**config.mk**
```make
export PLATFORM = sky130hd
export DESIGN_NAME = arx_mix_round
export DESIGN_NICKNAME = d
export VERILOG_FILES = /design/src/rtl/arx_pkg.sv /design/src/rtl/arx_mul_core.sv /design/src/rtl/arx_step_unit.sv /design/src/rtl/arx_seq_ctrl.sv /design/src/rtl/arx_mix_round.sv
export SDC_FILE = /design/constraint.sdc
export NUM_CORES = 2
export LEC_CHECK = 0
export BUFFER_PORTS_ARGS = -buffer_cell sky130_fd_sc_hd__buf_2
export CAP_MARGIN = 20
export CORE_MARGIN = 3
export CORE_UTILIZATION = 50
export CTS_CLUSTER_SIZE = 40
export DETAILED_ROUTE_END_ITERATION = 10
export PLACE_DENSITY_LB_ADDON = 0.3
export SETUP_SLACK_MARGIN = 0.4
export SYNTH_ARGS = -nofsm -noshare
export SYNTH_HDL_FRONTEND = slang
export SYNTH_SLANG_ARGS = --single-unit
```
**constraint.sdc**
```tcl
create_clock -name clk -period 16 [get_ports clk]
set_clock_uncertainty 0.1 [all_clocks]
set_input_delay 2.4 -clock clk [delete_from_list [all_inputs] [get_ports clk]]
set_output_delay 2.4 -clock clk [all_outputs]
set_load 0.05 [all_outputs]
```
**src/rtl/arx_pkg.sv**
```systemverilog
package arx_pkg;
  // Number of mixing steps in one round; the sequence is fixed.
  localparam int unsigned ARX_STEPS = 8;
  localparam int unsigned ARX_STEP_W = $clog2(ARX_STEPS);

  // Destination word of a step.
  typedef enum logic [1:0] {
    SEL_A = 2'd0,
    SEL_B = 2'd1,
    SEL_C = 2'd2,
    SEL_D = 2'd3
  } word_sel_e;
endpackage

```
**src/rtl/arx_mul_core.sv**
```systemverilog
// Shared unsigned multiplier of the two low halves.
module arx_mul_core #(
  parameter int unsigned HALF_W = 32
) (
  input  logic [HALF_W-1:0]   x_lo,
  input  logic [HALF_W-1:0]   y_lo,
  output logic [2*HALF_W-1:0] prod
);
  logic [2*HALF_W-1:0] x_ext, y_ext;
  assign x_ext = {{HALF_W{1'b0}}, x_lo};
  assign y_ext = {{HALF_W{1'b0}}, y_lo};
  assign prod  = x_ext * y_ext;
endmodule

```
**src/rtl/arx_step_unit.sv**
```systemverilog
// Combinational datapath for one step, chosen by the step index.
module arx_step_unit
  import arx_pkg::*;
#(
  parameter int unsigned WORD_W = 64
) (
  input  logic [WORD_W-1:0]     a_cur,
  input  logic [WORD_W-1:0]     b_cur,
  input  logic [WORD_W-1:0]     c_cur,
  input  logic [WORD_W-1:0]     d_cur,
  input  logic [ARX_STEP_W-1:0] step,
  output word_sel_e             dst,
  output logic [WORD_W-1:0]     nxt
);
  localparam int unsigned HALF_W = WORD_W / 2;
  localparam int unsigned N_ROT  = ARX_STEPS / 2;
  // Rotation amounts of the four XOR steps, in step order.
  localparam int unsigned ROT_TAB [N_ROT] = '{
    WORD_W / 2, (3 * WORD_W) / 8, WORD_W / 4, WORD_W - 1
  };

  // Adder operands: steps 1/5 use (a,b), steps 3/7 use (c,d).
  logic              pair_cd;
  logic [WORD_W-1:0] add_x, add_y, prod, sum;
  assign pair_cd = step[1];
  assign add_x   = pair_cd ? c_cur : a_cur;
  assign add_y   = pair_cd ? d_cur : b_cur;

  arx_mul_core #(.HALF_W(HALF_W)) u_mul (
    .x_lo (add_x[HALF_W-1:0]),
    .y_lo (add_y[HALF_W-1:0]),
    .prod (prod)
  );

  assign sum = add_x + add_y + {prod[WORD_W-2:0], 1'b0};

  // XOR operands: steps 2/6 use d^a, steps 4/8 use b^c.
  logic [WORD_W-1:0] mix_x;
  logic [WORD_W-1:0] rot_res [N_ROT];
  assign mix_x = pair_cd ? (b_cur ^ c_cur) : (d_cur ^ a_cur);

  for (genvar g = 0; g < N_ROT; g++) begin : g_rot
    localparam int unsigned R = ROT_TAB[g];
    assign rot_res[g] = {mix_x[R-1:0], mix_x[WORD_W-1:R]};
  end

  logic [ARX_STEP_W-2:0] rot_idx;
  assign rot_idx = step[ARX_STEP_W-1:1];

  always_comb begin
    if (step[0]) begin
      nxt = rot_res[rot_idx];
      dst = pair_cd ? SEL_B : SEL_D;
    end else begin
      nxt = sum;
      dst = pair_cd ? SEL_C : SEL_A;
    end
  end
endmodule

```
**src/rtl/arx_seq_ctrl.sv**
```systemverilog
// Step sequencer: idle/busy, step counter and completion pulse.
module arx_seq_ctrl
  import arx_pkg::*;
(
  input  logic                  clk,
  input  logic                  rst_n,
  input  logic                  in_valid,
  output logic                  accept,
  output logic                  busy,
  output logic [ARX_STEP_W-1:0] step,
  output logic                  done
);
  localparam logic [ARX_STEP_W-1:0] LAST = ARX_STEP_W'(ARX_STEPS - 1);

  logic                  busy_q, done_q;
  logic [ARX_STEP_W-1:0] step_q;
  logic                  last_step;

  assign accept    = in_valid & ~busy_q;
  assign last_step = busy_q && (step_q == LAST);

  always_ff @(posedge clk) begin
    if (!rst_n) begin
      busy_q <= 1'b0;
      step_q <= '0;
      done_q <= 1'b0;
    end else begin
      done_q <= last_step;
      if (accept) begin
        busy_q <= 1'b1;
        step_q <= '0;
      end else if (busy_q) begin
        step_q <= step_q + ARX_STEP_W'(1);
        if (last_step) busy_q <= 1'b0;
      end
    end
  end

  assign busy = busy_q;
  assign step = step_q;
  assign done = done_q;


  ov_single_pulse_chk: assert property (@(posedge clk) disable iff (!rst_n)
    done_q |=> !done_q);


  busy_ignore_chk: assert property (@(posedge clk) disable iff (!rst_n)
    (busy_q && in_valid && step_q != LAST) |=>
      (busy_q && step_q == $past(step_q) + ARX_STEP_W'(1)));


  done_after_last_chk: assert property (@(posedge clk) disable iff (!rst_n)
    (busy_q && step_q == LAST) |=> (done_q && !busy_q));
endmodule

```
**src/rtl/arx_mix_round.sv**
```systemverilog
// Top: state words, load path and per-step write-back.
module arx_mix_round
  import arx_pkg::*;
#(
  parameter int unsigned WORD_W = 64
) (
  input  logic              clk,
  input  logic              rst_n,
  input  logic              in_valid,
  input  logic [WORD_W-1:0] a_in,
  input  logic [WORD_W-1:0] b_in,
  input  logic [WORD_W-1:0] c_in,
  input  logic [WORD_W-1:0] d_in,
  output logic              out_valid,
  output logic [WORD_W-1:0] a_out,
  output logic [WORD_W-1:0] b_out,
  output logic [WORD_W-1:0] c_out,
  output logic [WORD_W-1:0] d_out
);
  logic                  accept, busy, done;
  logic [ARX_STEP_W-1:0] step;
  word_sel_e             dst;
  logic [WORD_W-1:0]     nxt;
  logic [WORD_W-1:0]     a_q, b_q, c_q, d_q;

  arx_seq_ctrl u_ctrl (
    .clk      (clk),
    .rst_n    (rst_n),
    .in_valid (in_valid),
    .accept   (accept),
    .busy     (busy),
    .step     (step),
    .done     (done)
  );

  arx_step_unit #(.WORD_W(WORD_W)) u_step (
    .a_cur (a_q),
    .b_cur (b_q),
    .c_cur (c_q),
    .d_cur (d_q),
    .step  (step),
    .dst   (dst),
    .nxt   (nxt)
  );

  always_ff @(posedge clk) begin
    if (!rst_n) begin
      a_q <= '0;
      b_q <= '0;
      c_q <= '0;
      d_q <= '0;
    end else if (accept) begin
      a_q <= a_in;
      b_q <= b_in;
      c_q <= c_in;
      d_q <= d_in;
    end else if (busy) begin
      case (dst)
        SEL_A:   a_q <= nxt;
        SEL_B:   b_q <= nxt;
        SEL_C:   c_q <= nxt;
        default: d_q <= nxt;
      endcase
    end
  end

  assign out_valid = done;
  assign a_out = a_q;
  assign b_out = b_q;
  assign c_out = c_q;
  assign d_out = d_q;


  load_capture_chk: assert property (@(posedge clk) disable iff (!rst_n)
    accept |=> (a_q == $past(a_in) && b_q == $past(b_in) &&
                c_q == $past(c_in) && d_q == $past(d_in)));


  rot_d_ones_chk: assert property (@(posedge clk) disable iff (!rst_n)
    (busy && step[0] && !step[1]) |=>
      ($countones(d_q) == $countones($past(d_q ^ a_q))));


  rot_b_ones_chk: assert property (@(posedge clk) disable iff (!rst_n)
    (busy && step[0] && step[1]) |=>
      ($countones(b_q) == $countones($past(b_q ^ c_q))));


  idle_hold_chk: assert property (@(posedge clk) disable iff (!rst_n)
    (!busy && !in_valid) |=>
      ($stable(a_q) && $stable(b_q) && $stable(c_q) && $stable(d_q)));


  ov_ends_run_chk: assert property (@(posedge clk) disable iff (!rst_n)
    $rose(out_valid) |-> ($past(busy) && !busy));
endmodule

```
Word-level counts from Yosys, hierarchy flattened. Cells that the tools add are included.

Multiplexer cells: 25. Equal/unequal tests: 4. Divide/modulo/power cells: 0. Shift-type cells: 0. Add/sub/neg operators: 3. Magnitude comparators: 1. Reductions and logical operators: 12. Bitwise gates (word level): 6. Multipliers: 1.

Operators with widths (number): $mux 64 (18); $add 64x64->64 (2); $bmux 64 s2 (1); $xor 64x64->64 (2); $mul 32x32->63 (1); $reduce_and 2->1 (4); $reduce_bool 2->1 (4); $mux 2 (3); $add 3x1->3 const B (1); $eq 3x3->1 const B (1); $ge 3x3->1 const B (1); $mux 1 (3); $not 2->3 (1); $reduce_or 3->1 (1); $eq 2x1->1 const B (1); $eq 2x2->1 const B (1); $logic_not 2->1 (1); $ne 2x1->1 const B (1); $not 1->1 (2); $reduce_or 2->1 (1); $and 1x1->1 (1); $logic_and 1x1->1 (1).

Word-level logic and storage cells: 59. Output and inout bits: 257. Bits in read-only memories: 0. Flip-flop bits (word level): 261. Memory bits (writable): 0. Memories: 0. Bits of input ports: 259. Latch bits: 0.

Logic depth before layout (Yosys ltp).
Depth after elaboration: 9. Mapped depth: 47. Gate-level depth less buffers: 41.

By module. Synthesis repeated with hierarchy kept, for this count alone.

Cell total of the unflattened synthesis: 6479. Area total of the unflattened synthesis: 54581.1 um2.

Modules (own cells, without submodules): arx_mul_core (instances 1, area an instance 33442.1 um2, sequential area each 0.0 um2, cells each 3733); arx_mix_round (instances 1, area an instance 10749.1 um2, sequential area each 5124.9 um2, cells each 1429); arx_step_unit (instances 1, area an instance 10174.8 um2, sequential area each 0.0 um2, cells each 1299); arx_seq_ctrl (instances 1, area an instance 215.2 um2, sequential area each 100.1 um2, cells each 18).

Least setup slack after synthesis. No wires, ideal clock.

Path type: reg-to-reg. From: reg u_ctrl.step_q[1], in the netlist u_ctrl.step[1]. To: reg c_q[52], in the netlist c_out[52]. Slack: 4768 ps. Path buffers: 6. Data required time: 15768 ps. Period minus slack after synthesis: 11232 ps. Library setup time: 132 ps. Arrival time: 10999 ps. Stages on the path, launching flop included: 44. Cell sequence: dfxtp_1 buf_4 clkbuf_1 clkbuf_1 buf_1 mux2i_1 clkbuf_1 nor2_1 fa_1 fa_1 fa_1 inv_1 fa_1 inv_1 fa_1 inv_1 fa_1 inv_1 [8 not listed] o21bai_1 a21o_1 a21oi_1 xor2_1 fa_1 inv_1 ha_1 clkbuf_1 nand2_1 nor2_1 a211oi_1 o31a_1 or3_1 o21bai_1 a31oi_1 xnor2_1 a21oi_2 a21oi_1.

Cells in the longest elaborated chain, start to end: 8. Elaborated cells between the ends (all ways): 20. Those cells by class: add/sub (2); mul (1); eq/ne (1); mux (13); bitwise (1); reduce/logical (2).

RTL lines: start: declaration (RTL line arx_seq_ctrl.sv:16) `logic [ARX_STEP_W-1:0] step_q;`; start signal: assignment (RTL line arx_seq_ctrl.sv:33) `step_q <= step_q + ARX_STEP_W'(1);`; parallel branches: the longest is 8 deep, another holds $add 64x64->64; end signal: assignment (RTL line arx_mix_round.sv:55) `c_q <= c_in;`; end signal: assignment (RTL line arx_mix_round.sv:61) `SEL_C: c_q <= nxt;`; end: declaration (RTL line arx_mix_round.sv:24) `logic [WORD_W-1:0] a_q, b_q, c_q, d_q;`.

Parallel ways; which one is timed is not known. The select of a mux whose other input is x is not followed. A chain may end at the register's enable or synchronous reset.

Worst setup path after layout.
From: reg u_ctrl.step_q[1], in the netlist u_ctrl.step[1]. To: reg b_q[60], in the netlist b_out[60].

Cells in the longest elaborated chain, start to end: 8. Elaborated cells between the ends (all ways): 20. Those cells by class: add/sub (2); mul (1); eq/ne (1); mux (13); bitwise (1); reduce/logical (2).

RTL lines: parallel branches: the longest is 8 deep, another holds $add 64x64->64; end signal: assignment (RTL line arx_mix_round.sv:54) `b_q <= b_in;`; end signal: assignment (RTL line arx_mix_round.sv:60) `SEL_B: b_q <= nxt;`; end: declaration (RTL line arx_mix_round.sv:24).

Parallel ways; which one is timed is not known. The select of a mux whose other input is x is not followed.

==> load_flow_metrics.sql <==
INSERT INTO impl_metrics (metric_group, metric, value, unit) VALUES
('place', 'place.detailed.hpwl', '192', 'mm'),
('cts', 'clock_insertion_delay_at_the_later_pin_of_the_skew_report', '0.62', 'ns'),
('yosys', 'ys_warn_count', '0', ''),
('run_status', 'status', 'finished, final reports clean', ''),
('yosys', 'synth.area.top_cells', 'sky130_fd_sc_hd__fa_1 (37%), sky130_fd_sc_hd__dfxtp_1 (10%), sky130_fd_sc_hd__ha_1 (7.8%)', ''),
('run', 'maxCapViolations', '0', ''),
('critical_path', 'slowest_stage', 'sky130_fd_sc_hd__clkinv_1', ''),
('global_routing', 'via_count_of_the_first_global_routing_pass', '49300', ''),
('yosys', 'post-synth-top-count-cell', 'sky130_fd_sc_hd__inv_1', ''),
('yosys', 'synth.area.mux_share', '0.0379', ''),
('timing', 'rsz0062_at_grt', 'false', ''),
('critical_path', 'critical_path.top_delay_family', 'adder cells', ''),
('floorplan', 'start_util', '0.507', ''),
('critical_path', 'worstSetupEndpointType', 'flop', ''),
('timing', 'max_clock_freq', '71.8', 'MHz'),
('route', 'detailroute.via_count', '49100', ''),
('floorplan', 'core_area', '102000', 'µm²'),
('finish', 'areaGrowthSynthToFinish', '8.89', '%'),
('global_routing', 'gr-usage-met3', '0.129', ''),
('global_routing', 'grt_pass1_wl', '343', 'mm'),
('finish', 'post_route_cells_drive_above_1_share', '0.122', ''),
('timing', 'totalNegativeSetupSlack', '0', 'ns'),
('yosys', 'synthXorXnorAreaFrac', '0.0416', ''),
('global_routing', 'use_met2', '0.643', ''),
('timing', 'timing_worst_slew_pin_value', '1.29', 'ns'),
('yosys', 'synthCells', '6176', ''),
('route', 'vias_per_cell', '6.26', ''),
('global_routing', 'busiest_layer', 'met2', ''),
('global_routing', 'gr-usage-met1', '0.600', ''),
('place', 'port_buffers', '515', ''),
('timing', 'final.period_utilization', '0.871', ''),
('cts', 'clock-root-buffer', 'sky130_fd_sc_hd__clkbuf_16', ''),
('floorplan', 'io-pin-count', '516', ''),
('critical_path', 'critPathMostFrequentCell', 'sky130_fd_sc_hd__fa_1', ''),
('yosys', 'syn-cell-area', '52000', 'µm²'),
('cts', 'count_of_clock_tree_sinks', '261', ''),
('global_routing', 'globalRoute.totalOverflow', '0', ''),
('yosys', 'synth.lib_cells_used.distinct', '90', ''),
('yosys', 'synth_area_per_cell', '8.42', 'µm²'),
('route', 'dr.pass1.iters', '6', ''),
('cts', 'cts_buffers', '27', ''),
('yosys', 'simple_gate_share_of_the_synthesized_area', '0.129', ''),
('timing', 'finalMaxSlewViolations', '0', ''),
('yosys', 'post_synth_net_total', '7718', ''),
('floorplan', 'std_cell_rows', '117', ''),
('critical_path', 'critPathArrivalTime', '14.29', 'ns'),
('route', 'postRouteAntennaNets', '0', ''),
('critical_path', 'category_of_the_most_critical_setup_path', 'reg -> reg', ''),
('critical_path', 'timing.critical_path.fanout_max', '100', ''),
('min_path', 'min-delay-path-class', 'reg -> reg', ''),
('timing', 'maxSlewHeadroom', '0.136', ''),
('yosys', 'ys.flop_type', 'sky130_fd_sc_hd__dfxtp_1', ''),
('route', 'drcViolationCount', '0', ''),
('cts', 'ctsHoldBuffers', '0', ''),
('yosys', 'synth_fa_ha_area_frac', '0.447', ''),
('global_routing', 'antenna_found_initial', '24', ''),
('yosys', 'share_of_yosys_cell_area_claimed_by_the_top_area_cell_type', '0.369', ''),
('yosys', 'synth_seq_area_share', '0.101', ''),
('yosys', 'synth_async_sr_flop_share', '0', ''),
('cts', 'cts-htree-levels', '1', ''),
('place', 'place.gp.congestion', '1.06', ''),
('critical_path', 'crit_path_start_kind', 'flop', ''),
('route', 'detail_route.iter0.violations', '6258', ''),
('critical_path', 'buffers_plus_inverters_on_the_worst_setup_path', '8', ''),
('timing', 'finalSetupViolations', '0', ''),
('yosys', 'synth_enable_flop_cells', '0', ''),
('critical_path', 'max_stage_delay', '0.92', 'ns'),
('yosys', 'share_of_the_synthesized_area_in_compound_gates_ao_oa_aoi_oai', '0.141', ''),
('timing', 'hold_violations', '0', ''),
('cts', 'ctsLongestPathBuffers', '3', ''),
('floorplan', 'die_w', '328', 'µm');
cell usage in the layout (no fill, tap or decap), types with 30 or more instances in the layout:
master and instances:
sky130_fd_sc_hd__o21ai_0 274, sky130_fd_sc_hd__a211oi_1 32, sky130_fd_sc_hd__xnor2_1 181, sky130_fd_sc_hd__mux2_2 59, sky130_fd_sc_hd__buf_2 514, sky130_fd_sc_hd__o21ai_1 42
sky130_fd_sc_hd__a21oi_1 381, sky130_fd_sc_hd__mux2i_1 72, sky130_fd_sc_hd__and3_1 30, sky130_fd_sc_hd__dfxtp_1 258, sky130_fd_sc_hd__o21bai_1 36, sky130_fd_sc_hd__nor2_1 682
sky130_fd_sc_hd__a31oi_1 35, sky130_fd_sc_hd__a21o_1 80, sky130_fd_sc_hd__nand3_1 57, sky130_fd_sc_hd__buf_4 81, sky130_fd_sc_hd__inv_1 1035, sky130_fd_sc_hd__fa_1 958
sky130_fd_sc_hd__o221ai_1 126, sky130_fd_sc_hd__ha_1 325, sky130_fd_sc_hd__nand2_1 720, sky130_fd_sc_hd__xor2_1 64
layer usage:
layer | routed length, µm | up-vias
met5 | 118 | -
met4 | 14000 | 18
met3 | 31200 | 749
met1 | 92900 | 24500
met2 | 100000 | 3619
li1 | - | 20200
cell families (layout without fill, tap and decap cells):
family                   count (synthesis)  in the layout
other                                    0             10
AO/OA/AOI/OAI                         1159           1159
multiplexers                           160            160
XOR/XNOR                               246            246
adder cells (fa/ha/maj)               1283           1283
flip-flops                             261            261
AND/OR/NAND/NOR                       1642           1642
buffers and inverters                 1425           1707
flip-flops by register name, indices dropped and copies added (netlist names):
name / count
u_ctrl.busy: 1
u_ctrl.done: 1
b_out: 64
u_ctrl.step: 3
c_out: 64
d_out: 64
a_out: 64
per-stage QoR:
stage | instances | worst slack (ns) | cell area (µm²) | util | hold slack, ns
2_1_floorplan | 6176 | 4.77 | 52000 | - | 0.477
3_3_place_gp | 7771 | 2.25 | 55600 | 0.542 | 0.431
3_5_place_dp | 7774 | 2.52 | 55600 | 0.543 | 0.445
4_1_cts | 7822 | 2.50 | 56500 | 0.551 | 0.453
5_1_grt | 7827 | 1.70 | 56600 | 0.552 | 0.504
6_report | 7836 | 2.07 | 56600 | 0.552 | 0.459
worst reg2reg max path: cells and delay by family (launching register included):
family                     cells  cell delay (ns)
adders and majority gates     11             5.22
AOI/OAI and AO/OA             13             3.27
buffers and inverters          8             1.79
and+or+nand+nor                5             1.21
muxes                          1             0.98
DFF                            1             0.71
xor gates and xnor gates       2             0.52
cell type report:
class / count / area [µm²]
Fill cell: 9646 / 45900
Multi-Input combinational cell: 4490 / 41500
Sequential cell: 261 / 5230
Inverter: 1057 / 3970
Timing Repair Buffer: 602 / 3330
Tap cell: 1368 / 1710
Clock buffer: 40 / 774
Clock inverter: 8 / 95.1
Antenna cell: 10 / 25.0
path summary, 6_finish.rpt:
| path | startpoint | to | slack (ns) | depth (start not counted) |
|---|---|---|---|---|
| worst max register to register | u_ctrl.step[1] | b_out[60] | 2.07 | 40 |
| worst max-delay path | u_ctrl.step[1] | b_out[60] | 2.07 | 40 |
| worst min-delay path | d_out[34] | d_out[34] | 0.46 | 2 |
| worst min register to register | d_out[34] | d_out[34] | 0.46 | 2 |
Power is not shown: default switching activity piles up to over one toggle a cycle in this logic, so the estimate is an artifact.
